[src/rtl/can_stat_pkg.sv]
package can_stat_pkg;
  localparam int STAT_W = 8;
  localparam int CODE_W = 3;
  localparam logic [CODE_W-1:0] CODE_NONE = 3'd0;
  localparam logic [CODE_W-1:0] CODE_MARK = 3'd7;

  typedef struct packed {
    logic              bus_off;
    logic              warn;
    logic              passive;
    logic              rx_ok;
    logic              tx_ok;
    logic [CODE_W-1:0] code;
  } stat_t;

  function automatic logic rose(input logic now_lvl, input logic was_lvl);
    return now_lvl & ~was_lvl;
  endfunction

  function automatic logic [CODE_W-1:0] code_next(
      input logic              err_hit,
      input logic [CODE_W-1:0] err_code,
      input logic              frame_ok,
      input logic              wr,
      input logic [CODE_W-1:0] wr_code,
      input logic [CODE_W-1:0] cur);
    if (err_hit)       return err_code;
    else if (frame_ok) return CODE_NONE;
    else if (wr)       return wr_code;
    else               return cur;
  endfunction

  function automatic logic flag_next(input logic hw_set, input logic wr,
                                     input logic wr_val, input logic cur);
    if (hw_set)  return 1'b1;
    else if (wr) return wr_val;
    else         return cur;
  endfunction
endpackage

[src/rtl/can_stat_fields.sv]
module can_stat_fields
  import can_stat_pkg::*;
(
  input  logic              clk,
  input  logic              rst_n,
  input  logic              tx_done,
  input  logic              rx_done,
  input  logic              err_hit,
  input  logic [CODE_W-1:0] err_code,
  input  logic              lvl_passive,
  input  logic              lvl_warn,
  input  logic              lvl_bus_off,
  input  logic              wr,
  input  logic [STAT_W-1:0] wr_data,
  output stat_t             stat,
  output logic              ev_err,
  output logic              ev_stat
);
  stat_t stat_d;
  logic  frame_ok;

  assign frame_ok = tx_done | rx_done;
  assign ev_err   = rose(lvl_bus_off, stat.bus_off) | rose(lvl_warn, stat.warn);
  assign ev_stat  = tx_done | rx_done | err_hit;

  always_comb begin
    stat_d.bus_off = lvl_bus_off;
    stat_d.warn    = lvl_warn;
    stat_d.passive = lvl_passive;
    stat_d.rx_ok   = flag_next(rx_done, wr, wr_data[4], stat.rx_ok);
    stat_d.tx_ok   = flag_next(tx_done, wr, wr_data[3], stat.tx_ok);
    stat_d.code    = code_next(err_hit, err_code, frame_ok, wr,
                               wr_data[CODE_W-1:0], stat.code);
  end

  always_ff @(posedge clk) begin
    if (!rst_n) stat <= '0;
    else        stat <= stat_d;
  end

  assert_levels_track_R5: assert property (@(posedge clk) disable iff (!rst_n)
    1'b1 |=> (stat.bus_off == $past(lvl_bus_off)) && (stat.warn == $past(lvl_warn))
             && (stat.passive == $past(lvl_passive)));
  assert_ok_clears_code_R3: assert property (@(posedge clk) disable iff (!rst_n)
    (frame_ok && !err_hit) |=> stat.code == CODE_NONE);
  assert_err_loads_code_R3: assert property (@(posedge clk) disable iff (!rst_n)
    err_hit |=> stat.code == $past(err_code));
  assert_hw_beats_cpu_R11: assert property (@(posedge clk) disable iff (!rst_n)
    (tx_done && wr) |=> stat.tx_ok);
endmodule

[src/rtl/can_stat_pend.sv]
module can_stat_pend (
  input  logic clk,
  input  logic rst_n,
  input  logic src_err,
  input  logic src_stat,
  input  logic rd_clr,
  input  logic glob_en,
  output logic pend,
  output logic irq
);
  logic any_src;
  assign any_src = src_err | src_stat;

  always_ff @(posedge clk) begin
    if (!rst_n)       pend <= 1'b0;
    else if (any_src) pend <= 1'b1;
    else if (rd_clr)  pend <= 1'b0;
  end

  assign irq = pend & glob_en;

  assert_src_sets_pend_R10: assert property (@(posedge clk) disable iff (!rst_n)
    any_src |=> pend);
  assert_read_clears_R10: assert property (@(posedge clk) disable iff (!rst_n)
    (rd_clr && !any_src) |=> !pend);
  assert_pend_holds_R12: assert property (@(posedge clk) disable iff (!rst_n)
    (pend && !rd_clr) |=> pend);
endmodule

[src/rtl/can_stat_irq.sv]
module can_stat_irq
  import can_stat_pkg::*;
#(
  parameter int DATA_W = 32
) (
  input  logic              clk,
  input  logic              rst_n,
  input  logic              eng_tx_done,
  input  logic              eng_rx_done,
  input  logic              eng_err_hit,
  input  logic [CODE_W-1:0] eng_err_code,
  input  logic              eng_passive,
  input  logic              eng_warn,
  input  logic              eng_bus_off,
  input  logic              cpu_rd,
  input  logic              cpu_wr,
  input  logic [DATA_W-1:0] cpu_wdata,
  output logic [DATA_W-1:0] cpu_rdata,
  input  logic              en_err_int,
  input  logic              en_stat_int,
  input  logic              en_glob_int,
  output logic              irq
);
  localparam int PAD_W = DATA_W - STAT_W;

  stat_t stat;
  logic  ev_err, ev_stat, src_err, src_stat, pend;

  can_stat_fields u_fields (
    .clk(clk), .rst_n(rst_n),
    .tx_done(eng_tx_done), .rx_done(eng_rx_done),
    .err_hit(eng_err_hit), .err_code(eng_err_code),
    .lvl_passive(eng_passive), .lvl_warn(eng_warn), .lvl_bus_off(eng_bus_off),
    .wr(cpu_wr), .wr_data(cpu_wdata[STAT_W-1:0]),
    .stat(stat), .ev_err(ev_err), .ev_stat(ev_stat)
  );

  assign src_err  = ev_err & en_err_int;
  assign src_stat = ev_stat & en_stat_int;

  can_stat_pend u_pend (
    .clk(clk), .rst_n(rst_n),
    .src_err(src_err), .src_stat(src_stat),
    .rd_clr(cpu_rd), .glob_en(en_glob_int),
    .pend(pend), .irq(irq)
  );

  assign cpu_rdata = {{PAD_W{1'b0}}, stat};

  assert_cpu_wr_silent_R9: assert property (@(posedge clk) disable iff (!rst_n)
    (cpu_wr && !src_err && !src_stat && !pend) |=> !pend);
  assert_quiet_no_irq_R8: assert property (@(posedge clk) disable iff (!rst_n)
    (!eng_tx_done && !eng_rx_done && !eng_err_hit && !ev_err && !pend) |=> !pend);
  assert_upper_zero_R1: assert property (@(posedge clk) disable iff (!rst_n)
    cpu_rdata[DATA_W-1:STAT_W] == '0);
endmodule

[config.mk]
export PLATFORM = sky130hd
export DESIGN_NAME = can_stat_irq
export DESIGN_NICKNAME = d
export VERILOG_FILES = /design/src/rtl/can_stat_pkg.sv /design/src/rtl/can_stat_fields.sv /design/src/rtl/can_stat_pend.sv /design/src/rtl/can_stat_irq.sv
export SDC_FILE = /design/constraint.sdc
export NUM_CORES = 1
export LEC_CHECK = 0
export CAP_MARGIN = 20
export CORE_AREA = 2 2 51 53
export CTS_CLUSTER_SIZE = 24
export DETAILED_ROUTE_END_ITERATION = 8
export DIE_AREA = 0 0 53 55
export GPL_TIMING_DRIVEN = 0
export HOLD_SLACK_MARGIN = 0.08
export PLACE_DENSITY = 0.81
export SLEW_MARGIN = 40
export SYNTH_ARGS = -nofsm -noshare
export SYNTH_HDL_FRONTEND = slang
export SYNTH_SLANG_ARGS = --single-unit
[constraint.sdc]
create_clock -name clk -period 2.2 [get_ports clk]
set_input_delay 0.22 -clock clk [delete_from_list [all_inputs] [get_ports clk]]
set_output_delay 0.22 -clock clk [all_outputs]
set_load 0.03 [all_outputs]
==> results of run 1 <==
-- flip-flops by register name, summed over array words and instances (netlist names) --
| name | cells |
|---|---|
| u_fields.stat | 8 |
| u_pend.pend | 1 |
-- critical path, delay by kind of cell --
kind          cells  cell delay (ps)
buf+inv           2             1120
simple gates      1              120
-- placed cells by master, fill, tap and decap left out, drive strengths merged --
cell type and count:
clkbuf 6, dfxtp 9, mux2 2, nand2 3, nor2b 6, conb 24
o21ai 4, o311a 3, buf 25, or3 1, a21boi 1, clkdlybuf4s50 27
o21a 2, a21oi 1, and2 4
-- final cells by class --
class                           instances  area share [%]
Timing Repair Buffer                   27            27.5
Multi-Input combinational cell         51            27.5
Clock buffer                            4            2.67
Sequential cell                         9            18.3
Tap cell                               30            3.82
Buffer                                 27            20.2
-- power by group through the flow --
stage,combinational [mW],sequential (mW),clock (mW)
after CTS,0.190,0.178,0.132
after detailed placement,0.190,0.182,0
after global routing,0.204,0.179,0.141
final,0.191,0.179,0.124
after global placement,0.188,0.181,0
after floorplan,0.114,0.199,0
-- per-layer routing --
| layer | wire [um] | global-route usage [%] | up-vias | share of wire (%) |
|---|---|---|---|---|
| met5 | 0 | 0 | - | 0 |
| met4 | 0 | 3.85 | 0 | 0 |
| met3 | 161 | 4.03 | 0 | 12 |
| met2 | 694 | 18.8 | 31 | 52 |
| met1 | 489 | 9.43 | 209 | 36 |
| li1 | - | - | 269 | - |
-- worst max path at each step --
stage / from / end / slack (ps) / depth (start not counted)
2_1_floorplan: eng_err_hit / u_fields.stat[0] / 1090 / 3
3_3_place_gp: en_glob_int / irq / 540 / 3
3_5_place_dp: en_glob_int / irq / 520 / 3
4_1_cts: en_glob_int / irq / 520 / 3
5_1_grt: en_glob_int / irq / 500 / 3
6_report: en_glob_int / irq / 520 / 3
-- logic make-up after synthesis --
group / Yosys count / synth area share, %
DFF: 9 / 32.0
buffers and inverters: 27 / 35.3
AOI/OAI and AO/OA: 11 / 13.8
muxes: 2 / 4.00
other: 1 / 0.666
and+or+nand+nor: 14 / 14.2
-- through the flow --
step | util [%] | hold slack, ps | worst slack [ps] | cells
2_1_floorplan | - | 342 | 1090 | 87
3_3_place_gp | 40.5 | 498 | 540 | 144
3_5_place_dp | 40.5 | 503 | 523 | 144
4_1_cts | 41.6 | 365 | 520 | 148
5_1_grt | 41.6 | 397 | 499 | 148
6_report | 41.6 | 366 | 523 | 148
==> summary.txt, run 1 <==
Outcome
  • Status: finished, final reports clean

Hold path
  • Hold depth: 2
  • Hold Path Class: in -> reg
  • Hold path endpoint: u_fields.stat[4]
  • Hold Path Origin: rst_n

Routing
  • Antenna Violating Nets Remaining: 0
  • Final WL: 1350 um
  • Vias per cell: 3.44
  • First DRT Iteration DRCs: 3
  • Via count: 509
  • Drc violations: 0
  • WL/cell: 9.09 um
  • Pre-antenna DRT Iters: 2

Pwr
  • Largest vdd supply drop: 199 uV
  • Switching share of total power: 32.7%
  • Cell internal pwr: between 300 and 400 uW
  • Combinational share of power: 38.7%
  • Clock power share: 25.1%
  • PwrDens: 502 nW/um^2
  • Sequential share of power: roughly 36%
  • Switching Power: 161 uW
  • Tot Pwr: 493 uW
  • Leakage power: approximately 0.47 nW

Timing
  • Unrepaired setup endpoints after global routing: no
  • Final Setup Violations: 0
  • Final worst path period share: 76.2%
  • Max-slew violations: 0
  • Period minus WS final: roughly 1700 ps
  • Worst-case clock skew: slightly below 0.06 ps
  • Fmax: 0.596 GHz
  • Final hold vios: 0
  • Setup_tns: 0 ps

Critical path
  • CP startpoint kind: primary input
  • Critical path class: in -> out
  • Reg-to-Reg Start: u_fields.stat[3]
  • CP arrival: about 1500 ps
  • Worst path required time: 1980 ps
  • R2R depth: 2
  • Peak fanout along the critical path: 1
  • R2r setup slk: 1370 ps
  • R2r endpoint: u_fields.stat[3]
  • Crit path cell chain: clkdlybuf4s50_1 > and2_1 > clkdlybuf4s50_1
  • Crit. End Element: primary output
  • Slowest cell delay on critical path: 670 ps
  • Crit-path slowest cell: clkdlybuf4s50_1
  • CP dominant cell by count: clkdlybuf4s50_1

Yosys
  • EDFF count, synth: 0
  • Primary FF master, synth: dfxtp_1
  • Ys async rst share: 0%
  • Syn Inst Count: 64
  • Post-synth top cells: 24 x buf_4, 9 x dfxtp_1, 6 x nor2b_1
  • Share of the synthesized area in the top cell type: 32.0%
  • Mean Syn Cell Area: 8.80 sq um
  • Yosys top cell by area: dfxtp_1
  • Count of cell types in the netlist: 16
  • Seq cells post-synth: 9
  • Synth warn: 0
  • Count leader, synth: buf_4
  • Seq/Total Area, Yosys: between 30% and 40%
  • Top cells by area, synth: dfxtp_1 32%, buf_4 32%, nor2b_1 6.7%
  • Synth Cell Area: 563 sq um

Layout
  • Fillcell total: 247
  • Nets: 167
  • Layout cells sized above 1: 25.4%
  • Antenna diodes: 0
  • FF/Latch Area: 180 sq um
  • Multi-input gate area: between 200 and 300 sq um
  • Design area: 983 sq um
  • Syn-to-layout area delta: 74.7%

Clock tree
  • Hold buffers post-CTS: 0
  • CTS root buffer: clkbuf_4
  • Post-CTS Setup Bufs: 0
  • CTS resizes: 0
  • CTS tree: yes
  • Clock insertion delay at the later pin of the skew report: around 250 ps
  • H-tree levels: 1
  • Clock sinks: 9
  • Cts bufs inserted: 3
  • Max clock buf depth: 2
  • CTS clk-pin slew, worst paths: 60 ps

Global routing
  • Initial antenna violation count: 0
  • Largest net degree at the start of global routing: 10
  • Gr ovfl total: 0
  • First-pass GRT wire length: 2000 um
  • GRT Util Overall: 9.83%
  • Vias in the first global route: 458

Floorplanning
  • Die Span Y: around 55 um
  • Core area: approximately 2400 sq um
  • Std-Cell Rows: 18
  • Die area: 2920 sq um
  • Num ports: 81
  • Die X: 53 um
  • Initial core utilization: about a quarter

Placed design
  • Port Buf Inserts: 27
  • Final GP Congestion: 0.553
  • DP Area: 957 sq um

Job
  • Max-Cap Viols: 0
(Power assumes the default switching activity.)
==> run 2, diff against run 1 <==
CORE_AREA = 2 2 55 57   (was 2 2 51 53)
DIE_AREA = 0 0 57 59   (was 0 0 53 55)
PLACE_DENSITY = 0.74   (was 0.81)
clock period = 1.5 ns   (was 2.2 ns; I/O delays follow)
==> summary.txt, run 2 (synthesis gave the netlist of run 1 again) <==
Outcome
  • Status: finished, final reports clean (unchanged)

Layout
  • Antenna diodes: 0 (unchanged)
  • Design area: 983 sq um (unchanged)
  • Most frequent cells in the layout: 26 x clkdlybuf4s50_1, 24 x buf_4, 24 x conb_1 (was 27 x clkdlybuf4s50_1, 24 x buf_4, 24 x conb_1)
  • Commonest non-fill, non-tap cell in the layout: clkdlybuf4s50_1 (unchanged)
  • Reg with most FFs: u_fields.stat (unchanged)
  • Nets: 167 (unchanged)
  • Max reg flops: 8 (unchanged)
  • Cell Count, Final, Fillers Out: 149 (was 148)
  • Top Registers: u_fields.stat x8, u_pend.pend x1 (unchanged)
  • Layout cells sized above 1: 25.4% (unchanged)
  • Syn-to-layout area delta: 74.7% (unchanged)

Timing
  • Max-slew violations: 0 (unchanged)
  • Final Setup Violations: 0 (unchanged)
  • Fmax: 0.706 GHz
  • Period minus WS final: 1420 ps
  • Final worst path period share: 94.4%
  • Unrepaired setup endpoints after global routing: no (unchanged)
  • Fin Hold WS: 287 ps (was 366 ps)
  • Worst-case clock skew: 0.0738 ps (was 0.0580 ps)
  • Final hold vios: 0 (unchanged)

Critical path
  • Worst path required time: 1350 ps (was 1980 ps)
  • Crit-path slowest cell: clkdlybuf4s50_1 (unchanged)
  • CP delay by family, top: buffers and inverters (unchanged)
  • Peak fanout along the critical path: 2 (was 1)
  • Slowest cell delay on critical path: 670 ps (about the same)
  • CP startpoint kind: flip-flop (was primary input)
  • Worst path bufs/invs: 1 (was 2)
  • Critical path class: reg -> out (was in -> out)
  • Crit path cell chain: clkdlybuf4s50_1 (was clkdlybuf4s50_1 > and2_1 > clkdlybuf4s50_1)
  • CP arrival: 1270 ps (was 1460 ps)
  • Crit. End Element: primary output (unchanged)

Clock tree
  • Max clock buf depth: 2 (unchanged)
  • H-tree levels: 1 (unchanged)
  • CTS root buffer: clkbuf_4 (unchanged)
  • Post-CTS Setup Bufs: 0 (unchanged)
  • Cts bufs inserted: 3 (unchanged)
  • CTS tree: yes (unchanged)
  • Clock sinks: 9 (unchanged)
  • CTS clk-pin slew, worst paths: 60 ps (about the same)
  • Hold buffers post-CTS: 0 (unchanged)
  • Clock insertion delay at the later pin of the skew report: 250 ps (about the same)

Job
  • Max-Cap Viols: 0 (unchanged)

Global routing
  • GRT Util Overall: 8.45% (was 9.83%)
  • Largest net degree at the start of global routing: 10 (unchanged)
  • Vias in the first global route: 495 (was 458)
  • Gr ovfl total: 0 (unchanged)
  • Initial antenna violation count: 0 (unchanged)
  • First-pass GRT wire length: 2140 um (was 2000 um)

Placed design
  • Port Buf Inserts: 27 (unchanged)
  • Final GP Congestion: 0.709 (was 0.553)
  • Post-DP HPWL: 1120 um
  • DP Area: 958 sq um (was 957 sq um)
  • Placed cell count: 145 (was 144)

Pwr
  • Largest vdd supply drop: 553 uV (was 199 uV)
  • Tot Pwr: 716 uW (was 493 uW)
  • Leakage power: 0.478 nW (was 0.475 nW)
  • PwrDens: 728 nW/um^2 (was 502 nW/um^2)

Floorplanning
  • Num ports: 81 (unchanged)
  • Die Span Y: 59 um (was 55 um)
  • Initial core utilization: 20.8% (was 23.8%)
  • Die area: 3360 sq um (was 2920 sq um)
  • Die X: 57 um (was 53 um)
  • Core area: 2710 sq um (was 2360 sq um)
  • Std-Cell Rows: 19 (was 18)

Routing
  • Via count: 518 (was 509)
  • Pre-antenna DRT Iters: 3 (was 2)
  • WL/cell: 8.44 um (was 9.09 um)
  • Antenna Violating Nets Remaining: 0 (unchanged)
  • Vias per cell: 3.48 (was 3.44)
  • Drc violations: 0 (unchanged)
  • Final WL: 1260 um (was 1350 um)
  • First DRT Iteration DRCs: 3 (unchanged)

Hold path
  • Hold Path Class: in -> reg (unchanged)
[run 2: layer usage]
layer  vias up  GRT usage [%]  part of all wire [%]
li1        271              -                     -
met1       216           7.50                    34
met2        31           16.9                    55
met3         0           2.18                    11
met4         0           4.98                     0
met5         -              0                     0
[run 2: power by group]
| group | switching [mW] | internal [mW] | leakage, nW | total (mW) |
|---|---|---|---|---|
| clock network | 0.0754 | 0.102 | 0.0150 | 0.177 |
| registers | 0.00720 | 0.255 | 0.0749 | 0.262 |
| logic | 0.148 | 0.129 | 0.389 | 0.277 |
[run 2: area by class of cell]
cell class | instances | area (sq um)
well taps | 31 | 38.8
repair buffers | 27 | 269
plain buffers | 27 | 199
flip-flops and latches | 9 | 180
fillers | 293 | 1730
clock buffers | 4 | 26.3
multi-input cells | 51 | 270
[run 2: worst paths after layout]
| path | start | to | slack [ps] | depth (start not counted) |
|---|---|---|---|---|
| worst max-delay path | u_fields.stat[6] | cpu_rdata[6] | 80 | 1 |
| worst min-delay path | rst_n | u_fields.stat[3] | 290 | 2 |
| worst max register to register | u_fields.stat[4] | u_fields.stat[4] | 670 | 2 |
| worst min register to register | u_fields.stat[2] | u_fields.stat[2] | 510 | 1 |
[run 2: per-stage QoR]
step	TNS (ps)	utilization (%)	worst slack, ps
global route	0	36.3	22.4
CTS	0	36.3	61.6
finish	0	36.3	84.3
floorplan	0	-	459
global placement	-282	35.4	-80.6
detailed placement	-380	35.4	-104
[run 2: timing repair]
item                                   4_1_cts  5_1_grt
setup endpoints to repair                    1        0
gates resized for setup                      1        0
endpoints found under the hold margin        0        0
